[src/rtl/rbtg_pkg.sv]
`timescale 1ns/1ps
package rbtg_pkg;

  typedef enum logic [1:0] {
    FMT_UPPER = 2'b00,
    FMT_CALL  = 2'b01,
    FMT_ALU   = 2'b10,
    FMT_MEM   = 2'b11
  } fmtE;

  localparam logic [2:0] SUB_SETHI = 3'b100;
  localparam logic [2:0] SUB_BR_INT = 3'b010;
  localparam logic [2:0] SUB_BR_FLT = 3'b110;

  // strobes from control to datapath
  typedef struct packed {
    logic selCall;
    logic selBranch;
    logic selSethi;
    logic selImm;
  } strobeT;

endpackage

[src/rtl/rbtg_ctrl.sv]
`timescale 1ns/1ps
module rbtg_ctrl
  import rbtg_pkg::*;
(
  input  logic [1:0] opIn,
  input  logic [2:0] subOpIn,
  input  logic [5:0] op3In,
  input  logic       rdLsbIn,
  input  logic       immSelIn,
  output strobeT     stb,
  output logic       isCall,
  output logic       isSethi,
  output logic       isBranch,
  output logic       isAluMem,
  output logic       illegalFmt,
  output logic       targetValid,
  output logic       immValid,
  output logic       oddPair
);

  logic dwordAccess;

  always_comb begin
    isCall     = 1'b0;
    isSethi    = 1'b0;
    isBranch   = 1'b0;
    isAluMem   = 1'b0;
    illegalFmt = 1'b0;
    unique case (fmtE'(opIn))
      FMT_CALL:  isCall = 1'b1;
      FMT_UPPER: begin
        unique case (subOpIn)
          SUB_SETHI:               isSethi    = 1'b1;
          SUB_BR_INT, SUB_BR_FLT:  isBranch   = 1'b1;
          default:                 illegalFmt = 1'b1;
        endcase
      end
      default:   isAluMem = 1'b1;
    endcase
  end

  // double-word load/store: op3 bit 3 clear, bits 1:0 both set
  assign dwordAccess = (fmtE'(opIn) == FMT_MEM) && !op3In[3] && (op3In[1:0] == 2'b11);
  assign oddPair     = dwordAccess && rdLsbIn;
  assign immValid    = isAluMem && immSelIn;
  assign targetValid = isCall || isBranch;

  assign stb.selCall   = isCall;
  assign stb.selBranch = isBranch;
  assign stb.selSethi  = isSethi;
  assign stb.selImm    = immValid;

  always_comb begin
    a_r10_one_format: assert ($countones({isCall, isSethi, isBranch, isAluMem, illegalFmt}) == 1)
      else $error("R10: format flags not one-hot");
    a_r7_pair_mem_only: assert (!oddPair || (opIn == 2'b11 && rdLsbIn))
      else $error("R7: odd pair flagged outside memory format");
    a_r5_imm_group: assert (!immValid || opIn[1])
      else $error("R5: immediate valid outside arithmetic/memory");
  end

endmodule

[src/rtl/rbtg_datapath.sv]
`timescale 1ns/1ps
module rbtg_datapath
  import rbtg_pkg::*;
#(
  parameter int DW           = 32,
  parameter int DISP_W       = 22,
  parameter int SIMM_W       = 13,
  parameter bit SHARED_ADDER = 1'b1
) (
  input  logic [DW-1:0] pcIn,
  input  logic [DW-3:0] fieldIn,
  input  strobeT        stb,
  output logic [DW-1:0] targetAddr,
  output logic [DW-1:0] sethiVal,
  output logic [DW-1:0] immOut,
  output logic          annulBit,
  output logic [3:0]    condCode
);

  localparam int LOW_W   = DW - DISP_W;
  localparam int BR_EXT  = DW - DISP_W - 2;
  localparam int IMM_EXT = DW - SIMM_W;
  localparam int ANNUL_B = DW - 3;

  logic [DW-1:0] callOff;
  logic [DW-1:0] brOff;

  assign callOff = {fieldIn, 2'b00};
  assign brOff   = {{BR_EXT{fieldIn[DISP_W-1]}}, fieldIn[DISP_W-1:0], 2'b00};

  generate
    if (SHARED_ADDER) begin : g_shared
      logic [DW-1:0] offSel;
      logic [DW-1:0] sum;
      assign offSel = stb.selCall ? callOff : brOff;
      assign sum    = pcIn + offSel;
      assign targetAddr = (stb.selCall || stb.selBranch) ? sum : '0;
    end else begin : g_split
      logic [DW-1:0] callSum;
      logic [DW-1:0] brSum;
      assign callSum = pcIn + callOff;
      assign brSum   = pcIn + brOff;
      always_comb begin
        targetAddr = '0;
        if (stb.selCall)        targetAddr = callSum;
        else if (stb.selBranch) targetAddr = brSum;
      end
    end
  endgenerate

  assign sethiVal = stb.selSethi ? {fieldIn[DISP_W-1:0], {LOW_W{1'b0}}} : '0;
  assign immOut   = stb.selImm ? {{IMM_EXT{fieldIn[SIMM_W-1]}}, fieldIn[SIMM_W-1:0]} : '0;
  assign annulBit = stb.selBranch ? fieldIn[ANNUL_B] : 1'b0;
  assign condCode = stb.selBranch ? fieldIn[ANNUL_B-1:ANNUL_B-4] : 4'd0;

  always_comb begin
    a_r4_low_clear: assert (sethiVal[LOW_W-1:0] == '0)
      else $error("R4: upper value low bits not clear");
    a_r5_sign_fill: assert (!stb.selImm || (immOut[DW-1:SIMM_W-1] == '0) || (&immOut[DW-1:SIMM_W-1]))
      else $error("R5: immediate not sign filled");
    a_r9_target_quiet: assert (stb.selCall || stb.selBranch || targetAddr == '0)
      else $error("R9: target driven for non-transfer word");
    a_r2_target_aligned: assert (pcIn[1:0] != 2'b00 || targetAddr[1:0] == 2'b00)
      else $error("R2: target lost word alignment");
    a_r6_cond_quiet: assert (stb.selBranch || (condCode == 4'd0 && !annulBit))
      else $error("R6: branch fields driven outside branch");
  end

endmodule

[src/rtl/imm_branch_gen.sv]
`timescale 1ns/1ps
module imm_branch_gen
  import rbtg_pkg::*;
#(
  parameter int DW           = 32,
  parameter int DISP_W       = 22,
  parameter int SIMM_W       = 13,
  parameter bit SHARED_ADDER = 1'b1
) (
  input  logic [DW-1:0] pcIn,
  input  logic [DW-1:0] instrIn,
  output logic          isCall,
  output logic          isSethi,
  output logic          isBranch,
  output logic          isAluMem,
  output logic          illegalFmt,
  output logic          targetValid,
  output logic [DW-1:0] targetAddr,
  output logic [DW-1:0] sethiVal,
  output logic          immValid,
  output logic [DW-1:0] immOut,
  output logic          annulBit,
  output logic [3:0]    condCode,
  output logic          oddPair
);

  localparam int OP_LO  = DW - 2;
  localparam int SUB_HI = DISP_W + 2;
  localparam int OP3_LO = DISP_W - 3;
  localparam int RD_LSB = DW - 7;

  strobeT stb;

  rbtg_ctrl u_ctrl (
    .opIn       (instrIn[DW-1:OP_LO]),
    .subOpIn    (instrIn[SUB_HI:DISP_W]),
    .op3In      (instrIn[SUB_HI:OP3_LO]),
    .rdLsbIn    (instrIn[RD_LSB]),
    .immSelIn   (instrIn[SIMM_W]),
    .stb        (stb),
    .isCall     (isCall),
    .isSethi    (isSethi),
    .isBranch   (isBranch),
    .isAluMem   (isAluMem),
    .illegalFmt (illegalFmt),
    .targetValid(targetValid),
    .immValid   (immValid),
    .oddPair    (oddPair)
  );

  rbtg_datapath #(
    .DW          (DW),
    .DISP_W      (DISP_W),
    .SIMM_W      (SIMM_W),
    .SHARED_ADDER(SHARED_ADDER)
  ) u_dp (
    .pcIn      (pcIn),
    .fieldIn   (instrIn[OP_LO-1:0]),
    .stb       (stb),
    .targetAddr(targetAddr),
    .sethiVal  (sethiVal),
    .immOut    (immOut),
    .annulBit  (annulBit),
    .condCode  (condCode)
  );

endmodule

[config.mk]
export PLATFORM = sky130hd
export DESIGN_NAME = imm_branch_gen
export DESIGN_NICKNAME = d
export VERILOG_FILES = /design/src/rtl/rbtg_pkg.sv /design/src/rtl/rbtg_ctrl.sv /design/src/rtl/rbtg_datapath.sv /design/src/rtl/imm_branch_gen.sv
export SDC_FILE = /design/constraint.sdc
export NUM_CORES = 1
export LEC_CHECK = 0
export CAP_MARGIN = 40
export CORE_ASPECT_RATIO = 1.25
export CORE_MARGIN = 8
export CORE_UTILIZATION = 34
export DETAILED_ROUTE_END_ITERATION = 8
export PLACE_DENSITY = 0.9
export SKIP_LAST_GASP = 1
export SLEW_MARGIN = 25
export SYNTH_ARGS = -nofsm -noshare
export SYNTH_HDL_FRONTEND = slang
export SYNTH_SLANG_ARGS = --single-unit
[constraint.sdc]
create_clock -name vclk -period 3.5
set_input_delay 0.7 -clock vclk [all_inputs]
set_output_delay 0.7 -clock vclk [all_outputs]
set_load 0.03 [all_outputs]
==> results.sh <==
export IMPL_outcome="finished with violations"
export IMPL_violations="negative setup slack"
export IMPL_synthToLayoutAreaGrowth_pct=132
export IMPL_grt_overflow=0
export IMPL_rsz0062_at_grt="yes"
export IMPL_max_slew_margin_pct=58.2
export IMPL_crit_path_cell_trace="buf_8 > nor2b_4 > nor2_4 > a21o_1 > ha_4 > nand4_1 > inv_1 > nand4_1 > nor4_4 > a211oi_2 > xnor2_2 > mux2i_2 > buf_6"
export IMPL_yosys_top_cells_area="ha_1 (15%), buf_4 (9.6%), a21oi_1 (7.0%), and2_1 (7.0%), a21o_1 (6.3%)"
export IMPL_synth_cell_types=56
export IMPL_timing_final_ws_setup_ns=-0.270
export IMPL_pin_count=173
export IMPL_arrival_ns=3.07
export IMPL_crit_top_cell="nand4_1"
export IMPL_p_per_area_nw_per_um2=208
export IMPL_dp_cells=687
export IMPL_period_needed_ns=3.77
export IMPL_routedWlPerCell_um=21.7
export IMPL_crit_fanout=6
export IMPL_fin_tns_setup_ns=-1.88
export IMPL_chipWidth_um=92.7
export IMPL_setup_worst_path_end_class="output pin"
export IMPL_vdd_ir_drop_max_mv=0.133
export IMPL_cp_slowest_cell="ha_4"
export IMPL_hpwl_um=10200
export IMPL_synth_warnings=0
export IMPL_grt_pass1_wl_um=22400
export IMPL_grt_pass1_vias=4414
export IMPL_placed_area_um2=4810
export IMPL_fin_area_um2=5810
export IMPL_via_count=4175
export IMPL_max_freq_ghz=0.265
export IMPL_seq_area_frac_synth_pct=0
export IMPL_first_iter_violations=261
export IMPL_initial_core_util_pct=34.4
export IMPL_report_final_slew_viol_count=0
export IMPL_syn_avg_cell_area_um2=6.91
export IMPL_post_route_drc_count=0
export IMPL_synth_largest_area_cell="ha_1"
export IMPL_drt_wl_total_um=15700
export IMPL_routed_via_density=5.77
export IMPL_syn_inst=362
export IMPL_register_area_um2=0
export IMPL_hold_ws_ns=1.81
export IMPL_syn_cell_area_um2=2500
export IMPL_drt_pass1_iter_count=5
export IMPL_crit_family="simple AND/OR/NAND/NOR gates"
export IMPL_cp_start_kind="primary input"
export IMPL_p_leak_nw=2.79
export IMPL_core_um2=7270
export IMPL_max_stage_delay_ns=0.29
export IMPL_die_area_um2=10400
export IMPL_worst_pin_slew_ns=0.627
export IMPL_path_buf_inv=3
export IMPL_antenna_found_initial=0
export IMPL_seq_cells=0
export IMPL_grt_max_degree=25
export IMPL_place_port_buffers=163
export IMPL_row_count=35
export IMPL_drive_gt1_share_pct=51.9
export IMPL_grt_usage_pct=26.0
export IMPL_dp_slack_ns=-0.597
export IMPL_fp_dieH_um=112
export IMPL_holdCritPathClass="in2out"
export IMPL_antenna_left=0
export IMPL_clkbuf_count=0
export IMPL_gp_congestion=1.04
export IMPL_worstSetupPathType="in2out"
export IMPL_hold_violations=0
export IMPL_fin_crit_sh_pct=108
export IMPL_final_net_count=728
export IMPL_setup_viol=12
export IMPL_n_antenna_cell=0
export IMPL_synth_top_area_share_pct=14.5
export IMPL_final_cells=724
export IMPL_cap_violations=0
export IMPL_cp_required_ns=2.80
-- area by class of cell --
type | count | area, µm²
multi-input combinational | 320 | 2930
timing repair buffer | 305 | 2740
fill | 447 | 1460
tap | 92 | 115
inverter | 7 | 26.3
-- placed cells by master, fill, tap and decap left out, types with 5 or more instances in the layout --
cell type,n
xnor2_1,16
conb_1,10
and2_1,28
nor2_1,33
nand2_1,19
a21o_1,20
nand4_1,6
a21oi_1,22
buf_4,187
nor2_2,7
dlygate4sd2_1,22
buf_12,14
buf_6,17
o21ai_1,11
dlymetal6s2s_1,10
xor2_1,6
inv_1,5
a21oi_2,12
ha_4,27
clkdlybuf4s50_1,45
and3_1,19
-- path summary, 6_finish.rpt --
check / startpoint / end / slack (ns) / depth (start not counted)
worst max-delay path: instrIn[31] / targetAddr[31] / -0.27 / 13
worst min-delay path: instrIn[1] / sethiVal[11] / 1.81 / 3
-- synthesized netlist by cell type (all sizes together), types with 2 or more instances --
cell type and number:
nand3 3, nor4 2, xnor2 18, inv 7, a22oi 2, buf 37, o41ai 2, a21oi 37
and2 29, xor2 6, a21o 22, o21ai 20, nor2b 3, o31ai 2, nand4 8, a211oi 8
and3 21, clkbuf 7, o21bai 4, o211ai 4, nor3b 2, nor3 6, nor2 41, and3b 2
ha 29, nand2 24, a31oi 3, mux2i 2
-- layer usage --
layer	vias up	share of wire [%]	GRT usage, %
met2	332	52	49.3
met1	1920	32	24.4
met5	-	0	0
li1	1804	-	-
met3	119	8.7	5.72
met4	0	7.1	15.8
-- kinds of logic (layout without fill, tap and decap cells) --
group,Yosys count,in the layout,synth area share (%)
AOI/OAI and AO/OA,110,110,30.8
xor gates and xnor gates,24,24,8.41
adders and majority gates,30,30,15.3
buffers and inverters,51,312,13.2
muxes,2,2,0.801
other,1,10,0.150
and+or+nand+nor,144,144,31.3
-- timing repair --
item | CTS | global route
hold buffers | 0 | 0
pin swaps | 60 | 51
setup endpoints to repair | 22 | 17
endpoints found under the hold margin | 0 | 0
gates resized for setup | 143 | 56
buffers inserted | 21 | 18
-- per-stage QoR --
stage	power (mW)	util, %
5_1_grt	1.26	79.9
3_5_place_dp	0.932	66.2
2_1_floorplan	0.521	-
4_1_cts	1.07	75.2
6_report	1.21	79.9
3_3_place_gp	0.905	66.2
-- power breakdown --
group          internal [mW]  switching (mW)
clock                      0               0
combinational          0.584           0.623
sequential                 0               0
total                  0.584           0.623
Power figures use the tool's default switching activity.
